===== src/rtl/uart_flag_unit.sv =====
module uart_flag_unit #(
  parameter int DIV = 4
) (
  input  logic       clk,
  input  logic       rst_n,
  input  logic       sel,
  input  logic       wr,
  input  logic [1:0] addr,
  input  logic [7:0] wdata,
  output logic [7:0] rdata,
  input  logic       rxd,
  output logic       txd,
  input  logic       xfer_req,
  input  logic [7:0] xfer_data
);
  localparam int DW = (DIV > 1) ? $clog2(DIV) : 1;

  logic [DW-1:0] div_cnt;
  logic tick;
  assign tick = (div_cnt == DW'(DIV - 1));
  always_ff @(posedge clk or negedge rst_n)
    if (!rst_n) div_cnt <= '0;
    else div_cnt <= tick ? '0 : div_cnt + 1'b1;

  logic tx_en, rx_en, par_en, mp_en;
  logic tdre, rdrf, perr, tend, mpb, mpbt;
  logic arm_tdre, arm_rdrf, arm_perr;
  logic [7:0] tdr, rdr;

  logic mp_mode, par_mode, has_x;
  assign mp_mode  = mp_en;
  assign par_mode = par_en & ~mp_en;
  assign has_x    = par_en | mp_en;

  logic rd_stat, wr_stat;
  assign rd_stat = sel & ~wr & (addr == 2'd1);
  assign wr_stat = sel & wr & (addr == 2'd1);

  always_comb
    case (addr)
      2'd0:    rdata = {4'b0, mp_en, par_en, rx_en, tx_en};
      2'd1:    rdata = {tdre, rdrf, perr, tend, mpb, mpbt, 2'b00};
      2'd2:    rdata = tdr;
      default: rdata = rdr;
    endcase

  // receiver
  logic [1:0] rx_meta;
  logic rs, rx_busy, rx_x, maj, rx_done;
  logic [3:0] rx_smp, rx_idx, rx_last;
  logic [1:0] rx_v;
  logic [7:0] rx_sh;
  assign rs      = rx_meta[1];
  assign maj     = (rx_v[0] & rx_v[1]) | (rx_v[0] & rs) | (rx_v[1] & rs);
  assign rx_last = has_x ? 4'd10 : 4'd9;
  assign rx_done = tick & rx_busy & (rx_smp == 4'd9) & (rx_idx == rx_last);

  always_ff @(posedge clk or negedge rst_n)
    if (!rst_n) begin
      rx_meta <= 2'b11; rx_busy <= 1'b0; rx_smp <= '0; rx_idx <= '0;
      rx_v <= '0; rx_sh <= '0; rx_x <= 1'b0;
    end else begin
      rx_meta <= {rx_meta[0], rxd};
      if (!rx_en) rx_busy <= 1'b0;
      else if (tick) begin
        if (!rx_busy) begin
          if (!perr && !rs) begin
            rx_busy <= 1'b1; rx_smp <= 4'd1; rx_idx <= '0;
          end
        end else begin
          rx_smp <= rx_smp + 1'b1;
          if (rx_smp == 4'd7) rx_v[0] <= rs;
          if (rx_smp == 4'd8) rx_v[1] <= rs;
          if (rx_smp == 4'd15) rx_idx <= rx_idx + 1'b1;
          if (rx_smp == 4'd9) begin
            if (rx_idx == 4'd0 && maj) rx_busy <= 1'b0;
            else if (rx_idx >= 4'd1 && rx_idx <= 4'd8) rx_sh <= {maj, rx_sh[7:1]};
            else if (rx_idx == 4'd9 && has_x) rx_x <= maj;
            if (rx_idx == rx_last) rx_busy <= 1'b0;
          end
        end
      end
    end

  // transmitter
  logic tx_busy, tx_end, tx_load, tx_xb;
  logic [3:0] tx_smp, tx_idx, tx_last;
  logic [10:0] tx_sh, frame;
  assign tx_xb   = mp_mode ? mpbt : ^tdr;
  assign frame   = has_x ? {1'b1, tx_xb, tdr, 1'b0} : {2'b11, tdr, 1'b0};
  assign tx_last = has_x ? 4'd10 : 4'd9;
  assign tx_end  = tx_busy & tick & (tx_smp == 4'd15) & (tx_idx == tx_last);
  assign tx_load = tx_en & ~tdre & (~tx_busy | tx_end);
  assign txd     = ~tx_busy | tx_sh[0];

  always_ff @(posedge clk or negedge rst_n)
    if (!rst_n) begin
      tx_busy <= 1'b0; tx_smp <= '0; tx_idx <= '0; tx_sh <= '1;
    end else if (!tx_en) tx_busy <= 1'b0;
    else if (tx_load) begin
      tx_busy <= 1'b1; tx_sh <= frame; tx_smp <= '0; tx_idx <= '0;
    end else if (tx_end) tx_busy <= 1'b0;
    else if (tx_busy && tick) begin
      tx_smp <= tx_smp + 1'b1;
      if (tx_smp == 4'd15) begin
        tx_sh  <= {1'b1, tx_sh[10:1]};
        tx_idx <= tx_idx + 1'b1;
      end
    end

  // registers and flags
  always_ff @(posedge clk or negedge rst_n)
    if (!rst_n) begin
      {tx_en, rx_en, par_en, mp_en} <= '0;
      tdre <= 1'b1; tend <= 1'b1; rdrf <= 1'b0; perr <= 1'b0;
      mpb <= 1'b0; mpbt <= 1'b0;
      {arm_tdre, arm_rdrf, arm_perr} <= '0;
      tdr <= '0; rdr <= '0;
    end else begin
      if (sel && wr && addr == 2'd0) {mp_en, par_en, rx_en, tx_en} <= wdata[3:0];
      if (sel && wr && addr == 2'd2) tdr <= wdata;
      if (rd_stat) begin
        arm_tdre <= arm_tdre | tdre;
        arm_rdrf <= arm_rdrf | rdrf;
        arm_perr <= arm_perr | perr;
      end
      if (wr_stat) begin
        {arm_tdre, arm_rdrf, arm_perr} <= '0;
        mpbt <= wdata[2];
        if (arm_perr && !wdata[5]) perr <= 1'b0;
        if (arm_rdrf && !wdata[6]) rdrf <= 1'b0;
        if (arm_tdre && !wdata[7]) begin tdre <= 1'b0; tend <= 1'b0; end
      end
      if (tx_load) tdre <= 1'b1;
      if (tx_end && tdre) tend <= 1'b1;
      if (xfer_req) begin tdr <= xfer_data; tdre <= 1'b0; tend <= 1'b0; end
      if (rx_done) begin
        rdr <= rx_sh;
        if (par_mode && (^rx_sh ^ rx_x)) perr <= 1'b1;
        else rdrf <= 1'b1;
        if (mp_mode) mpb <= rx_x;
      end
      if (!tx_en) tend <= 1'b1;
    end

  a_r7_tend_idle: assert property (@(posedge clk) disable iff (!rst_n)
    !tx_en |=> tend);
  a_r3_per_no_rdrf: assert property (@(posedge clk) disable iff (!rst_n)
    $rose(perr) |-> !$rose(rdrf));
  a_r4_hold_rx: assert property (@(posedge clk) disable iff (!rst_n)
    perr |=> !$rose(rx_busy));
  a_r5_per_clear: assert property (@(posedge clk) disable iff (!rst_n)
    $fell(perr) |-> $past(wr_stat && !wdata[5]));
  a_r8_tend_clear: assert property (@(posedge clk) disable iff (!rst_n)
    $fell(tend) |-> $past(xfer_req || (wr_stat && !wdata[7])));
  a_r11_tx_start: assert property (@(posedge clk) disable iff (!rst_n)
    $rose(tx_busy) |-> $past(!tdre && tx_en));
endmodule


===== config.mk =====
export PLATFORM = sky130hd
export DESIGN_NAME = uart_flag_unit
export DESIGN_NICKNAME = d
export VERILOG_FILES = /design/src/rtl/uart_flag_unit.sv
export SDC_FILE = /design/constraint.sdc
export NUM_CORES = 1
export LEC_CHECK = 0
export CORE_MARGIN = 2
export CORE_UTILIZATION = 44
export DETAILED_ROUTE_END_ITERATION = 12
export SYNTH_ARGS = -nofsm -noshare
export SYNTH_HDL_FRONTEND = slang
export SYNTH_SLANG_ARGS = --single-unit

===== constraint.sdc =====
create_clock -name clk -period 3.5 [get_ports clk]
set_clock_uncertainty 0.2 [all_clocks]
set_input_delay 0.7 -clock clk [delete_from_list [all_inputs] [get_ports clk]]
set_output_delay 0.7 -clock clk [all_outputs]
set_load 0.02 [all_outputs]

==> Word level (Yosys, flattened, before mapping) <==
Cells that the tools add are included.
{ "op_classes": {"reduce_logical": 40, "n_eq_ne": 17, "n_bitwise": 31, "order_cmp": 2, "addsub": 5, "n_mux": 54} }
{ "ops": {"columns": ["op", "n"], "rows": [
  ["$mux W4", 12],
  ["$mux W11", 4],
  ["$mux W1", 32],
  ["$pmux W8 S3", 1],
  ["$eq A4 B4 Y1 const B", 5],
  ["$add A4 B1 Y4 const B", 4],
  ["$and A1 B1 Y1", 16],
  ["$mux W8", 2],
  ["$reduce_and A4 Y1", 4],
  ["$reduce_xor A8 Y1", 2],
  ["$logic_and A1 B1 Y1", 13],
  ["$mux W10", 1],
  ["$reduce_bool A2 Y1", 5],
  ["$eq A4 B4 Y1", 2],
  ["$ne A4 B2 Y1 const B", 2],
  ["$or A1 B1 Y1", 8],
  ["$reduce_and A7 Y1", 1],
  ["$not A1 Y1", 6],
  ["$reduce_and A2 Y1", 3],
  ["$reduce_and A3 Y1", 2],
  ["$reduce_and A6 Y1", 1],
  ["$reduce_bool A3 Y1", 2],
  ["$logic_not A1 Y1", 5],
  ["$eq A2 B2 Y1 const B", 2],
  ["other kinds (12)", 14]
]} }
{ "totals": {"word_cells": 177, "register_bits": 73} }

==> Longest topological paths before layout <==
Gate-level depths: netlist (run 1).
{ "logic_depth": {"ltp_word": 10, "depth_mapped": 8} }

==> Least setup slack after synthesis (run 1) <==
OpenSTA, ideal clock, no wires.
{ "synth_path": {"path_kind": "input to output", "from": "input addr[1]", "to": "output rdata[2]", "path_slack_ps": 904, "arrival_time_ps": 1696, "path_buffers": 1, "stages": 2, "required_time_ps": 2600, "path_cell_list": "buf_1 mux4_2"} }
{ "synth_between": {"elab_chain_len": 2, "elab_cells_between_ends": 4, "cone_classes": "eq/ne (2); mux (1); reduce/logical (1)"} }
{ "synth_lines": {"columns": ["element", "line_no", "source"], "rows": [
  ["from (decl)", "8", "input logic [1:0] addr,"],
  ["$eq A2 B2 Y1, or another cell as far along", "40", "case (addr)"],
  ["$pmux W8 S3 *", "40", null],
  ["to (decl)", "10", "output logic [7:0] rdata,"]
]} }
Mark *: on every way between the ends. The rest lies on a longest branch, timed or not.

==> Final worst setup path (run 1) <==
{ "layout_path": {"from": "input addr[1]", "to": "output rdata[5]"} }
The elaborated chain is that of the path after synthesis.

==> results.cfg, run 1 <==
[floorplan]
fp.dieH_um = 95.5
rows = 33
initial_core_util_pct = 45.1
die_area_sq_um = 9130
dieWidth_um = 95.5
boundaryPins = 33
coreArea_sq_um = 8180

[timing]
tightest_slew_ns = 1.23
min_period_ns = 3.36
fmaxAchievable_mhz = 297
fin_tns_setup_ns = 0
setup-violations-final = 0
hold_viol = 0
slew-limit-headroom_pct = 17.4
rsz0062_at_grt = no
report.final.slew_viol_count = 0
finalCritPeriodShare_pct = 96.1

[critical_path]
critPathTopFamily = buffers and inverters
path_class = input pin to output pin
cp.required_ns = 2.60
cp_max_fo = 7
end_kind = output pin
worstPathArrival_ns = 2.46
path_cells = clkdlybuf4s50_1 -> buf_4 -> mux2_2 -> a22o_1 -> clkdlybuf4s50_1
path_depth = 5
critPathBufInv = 3
r2r_slack_ns = 1.17
crit_top_cell = clkdlybuf4s50_1
reg2reg_from = div_cnt[0]
worst_setup_path_start_kind = input pin
rr_worst_depth = 6
slowest_delay_ns = 0.54
slowest_stage = clkdlybuf4s50_1
r2r-end = tx_smp[3]

[global_routing]
antenna_found_initial = 0
grt.total_usage_pct = 19.1
grt_first_pass_wirelength_um = 13200
grt_pass1_vias = 2632
grt_remaining_overflow = 0
grt_max_degree = 48

[finish]
antenna_cells = 0
final_cell_mix = dfrtp_1 (58), clkdlybuf4s50_1 (31), mux2_2 (28)
synthToLayoutAreaGrowth_pct = 18.2
fillers = 718
final_common_cell = dfrtp_1
drive_gt1_share_pct = 21.4
nets = 401

[power]
p_int_mw = 1.58
power_density_nw_per_um2 = 500
vdd_drop_max_uv = 295
p_leak_nw = 1.92
clockPowerShare_pct = 33.8
switchingPower_mw = 0.595
switching_share_pct = 27.3
fin_total_pwr_mw = 2.18
comb_power_share_pct = 16.3
power.share.sequential_pct = 49.8

[clock_tree]
ctsHoldBuffers = 0
htree_levels = 3
cts_tree = done
cts-root-buf = clkbuf_8
cts_buffers = 9
worstSkewPairLatency_ns = 0.35
cts.sinks = 72
cts_max_path_buffers = 2
clk_pin_slew_worst_paths_ns = 0.07

[min_path]
min_path_type = input pin to async pin

[routing]
drc = 0
vias_per_cell = 5.42
ant_nets = 0
drt_wl_total_um = 7970
drt-wirelength-per-cell_um = 16.7
vias = 2590
dr.pass1.iters = 4
drtIter0Drc = 138

[logic_synthesis]
synth_warnings = 0
synthCells = 329
async_flop_share_pct = 100
yosys-top-cells-area = dfrtp_1 (39%), dfstp_2 (10%), mux2_2 (8.6%)
syn_nets = 362
synth_top_area_share_pct = 39.4
ys_types = 55
ys_ff_latch = 72
ys_seq_area_share_pct = 49.3
synthesis.area_sq_um = 3690
synth_ff_type = dfrtp_1
synth.largest_area_cell = dfrtp_1
synth_edf_count = 0
syn_avg_cell_area_sq_um = 11.2

[placed_design]
numPortBuffers = 32
gp_congestion = 0.822
place_hpwl_um = 5800

[outcome]
status = finished, final reports clean

[job]
drv_cap = 0
-- power by group through the flow --
| stage | Combinational (mW) | Sequential (mW) | Clock, mW |
|---|---|---|---|
| after floorplan | 0.253 | 1.05 | 0 |
| after global placement | 0.346 | 1.10 | 0 |
| after detailed placement | 0.356 | 1.10 | 0 |
| after CTS | 0.360 | 1.09 | 0.758 |
| after global routing | 0.402 | 1.10 | 0.796 |
| final | 0.356 | 1.09 | 0.736 |
-- worst max path at each step --
stage / from / end / slack, ns
final: addr[1] / rdata[5] / 0.14
after CTS: addr[1] / rdata[5] / 0.07
after detailed placement: addr[1] / rdata[5] / 0.09
after floorplan: addr[1] / rdata[2] / 0.90
after global routing: addr[1] / rdata[5] / 0.07
after global placement: addr[1] / rdata[5] / 0.11
-- cells in the mapped netlist, types with 2 or more instances --
cell type and count:
dfrtp_1 58, mux2_2 28, o21ai_0 25, nand2_1 23, nor2_1 15, dfstp_2 14, nand3_1 13, xnor2_1 12
inv_1 11, a21oi_1 10, mux2i_1 10, ha_1 9, a221o_1 8, a22o_1 8, and2_0 6, and2_1 5
nand3b_1 5, xor2_1 5, nand2b_1 4, nand4_1 4, nor2b_1 4, buf_2 3, buf_6 3, clkbuf_1 3
nor4_1 3, a211oi_1 2, a22oi_1 2, a31oi_1 2, and3_2 2, buf_1 2, mux4_2 2, nor3_1 2
o31ai_1 2, or4_1 2, or4b_1 2
-- layout make-up --
type                       instances  area (sq um)  area share [%]
tap                              105           131            3.02
clock inverter                     5          81.3            1.87
sequential                        72          1820            41.8
clock buffer                      11           141            3.25
inverter                          11          41.3           0.948
timing repair buffer              40           388            8.90
multi-input combinational        234          1750            40.3
-- stage by stage --
| step | hold slack, ns | worst slack (ns) | cell area, sq um | std cells | util [%] |
|---|---|---|---|---|---|
| final | 0.157 | 0.137 | 4360 | 478 | 53.3 |
| after global routing | 0.162 | 0.0737 | 4360 | 478 | 53.3 |
| after CTS | 0.161 | 0.0720 | 4350 | 478 | 53.3 |
| after detailed placement | 0.150 | 0.0853 | 4130 | 462 | 50.5 |
| after global placement | 0.146 | 0.111 | 4130 | 462 | 50.5 |
| after floorplan | 0.145 | 0.904 | 3690 | 329 | - |
-- what timing repair did --
action | 4_1_cts | 5_1_grt
setup buffers | 0 | 0
endpoints found under the setup margin | 0 | 4
endpoints found under the hold margin | 0 | 0
resized for setup | 0 | 1
-- routing by layer --
metal | vias up | part of all wire (%) | global-route usage, %
met5 | - | 0 | 0
met4 | 0 | 0.92 | 4.76
met3 | 11 | 2.9 | 5.14
met2 | 27 | 47 | 29.7
met1 | 1288 | 49 | 26.7
li1 | 1264 | - | -
-- flip-flops by register name, indices dropped and copies added, names as in the netlist, 2 cells and up --
register	flops
div_cnt	2
tx_sh	10
rx_sh	8
rdr	8
rx_idx	4
rx_meta	2
tx_smp	4
rx_smp	4
tdr	8
rx_v	2
tx_idx	4
-- kinds of logic (layout without fill, tap and decap cells) --
group                      Yosys count  in the layout  share of synthesized area, %
muxes                               40             40                          12.5
buffers and inverters               23             67                          3.16
and+or+nand+nor                    100            100                          15.1
DFF                                 72             72                          49.3
xor gates and xnor gates            18             18                          4.65
AOI/OAI and AO/OA                   66             66                          11.9
adders and majority gates           10             10                          3.33
No activity file was read; power rests on OpenSTA's default activity.
==> run 2, diff against run 1 <==
TNS_END_PERCENT = 1   (was not set)
==> results of run 2 <==
Same layout as run 1: the final DEF is identical, and so are final timing and power.
==> run 3, diff against run 2 <==
CTS_CLUSTER_SIZE = 40   (was not set)
==> results of run 3 <==
Same layout as run 1: the final DEF is identical, and so are final timing and power.
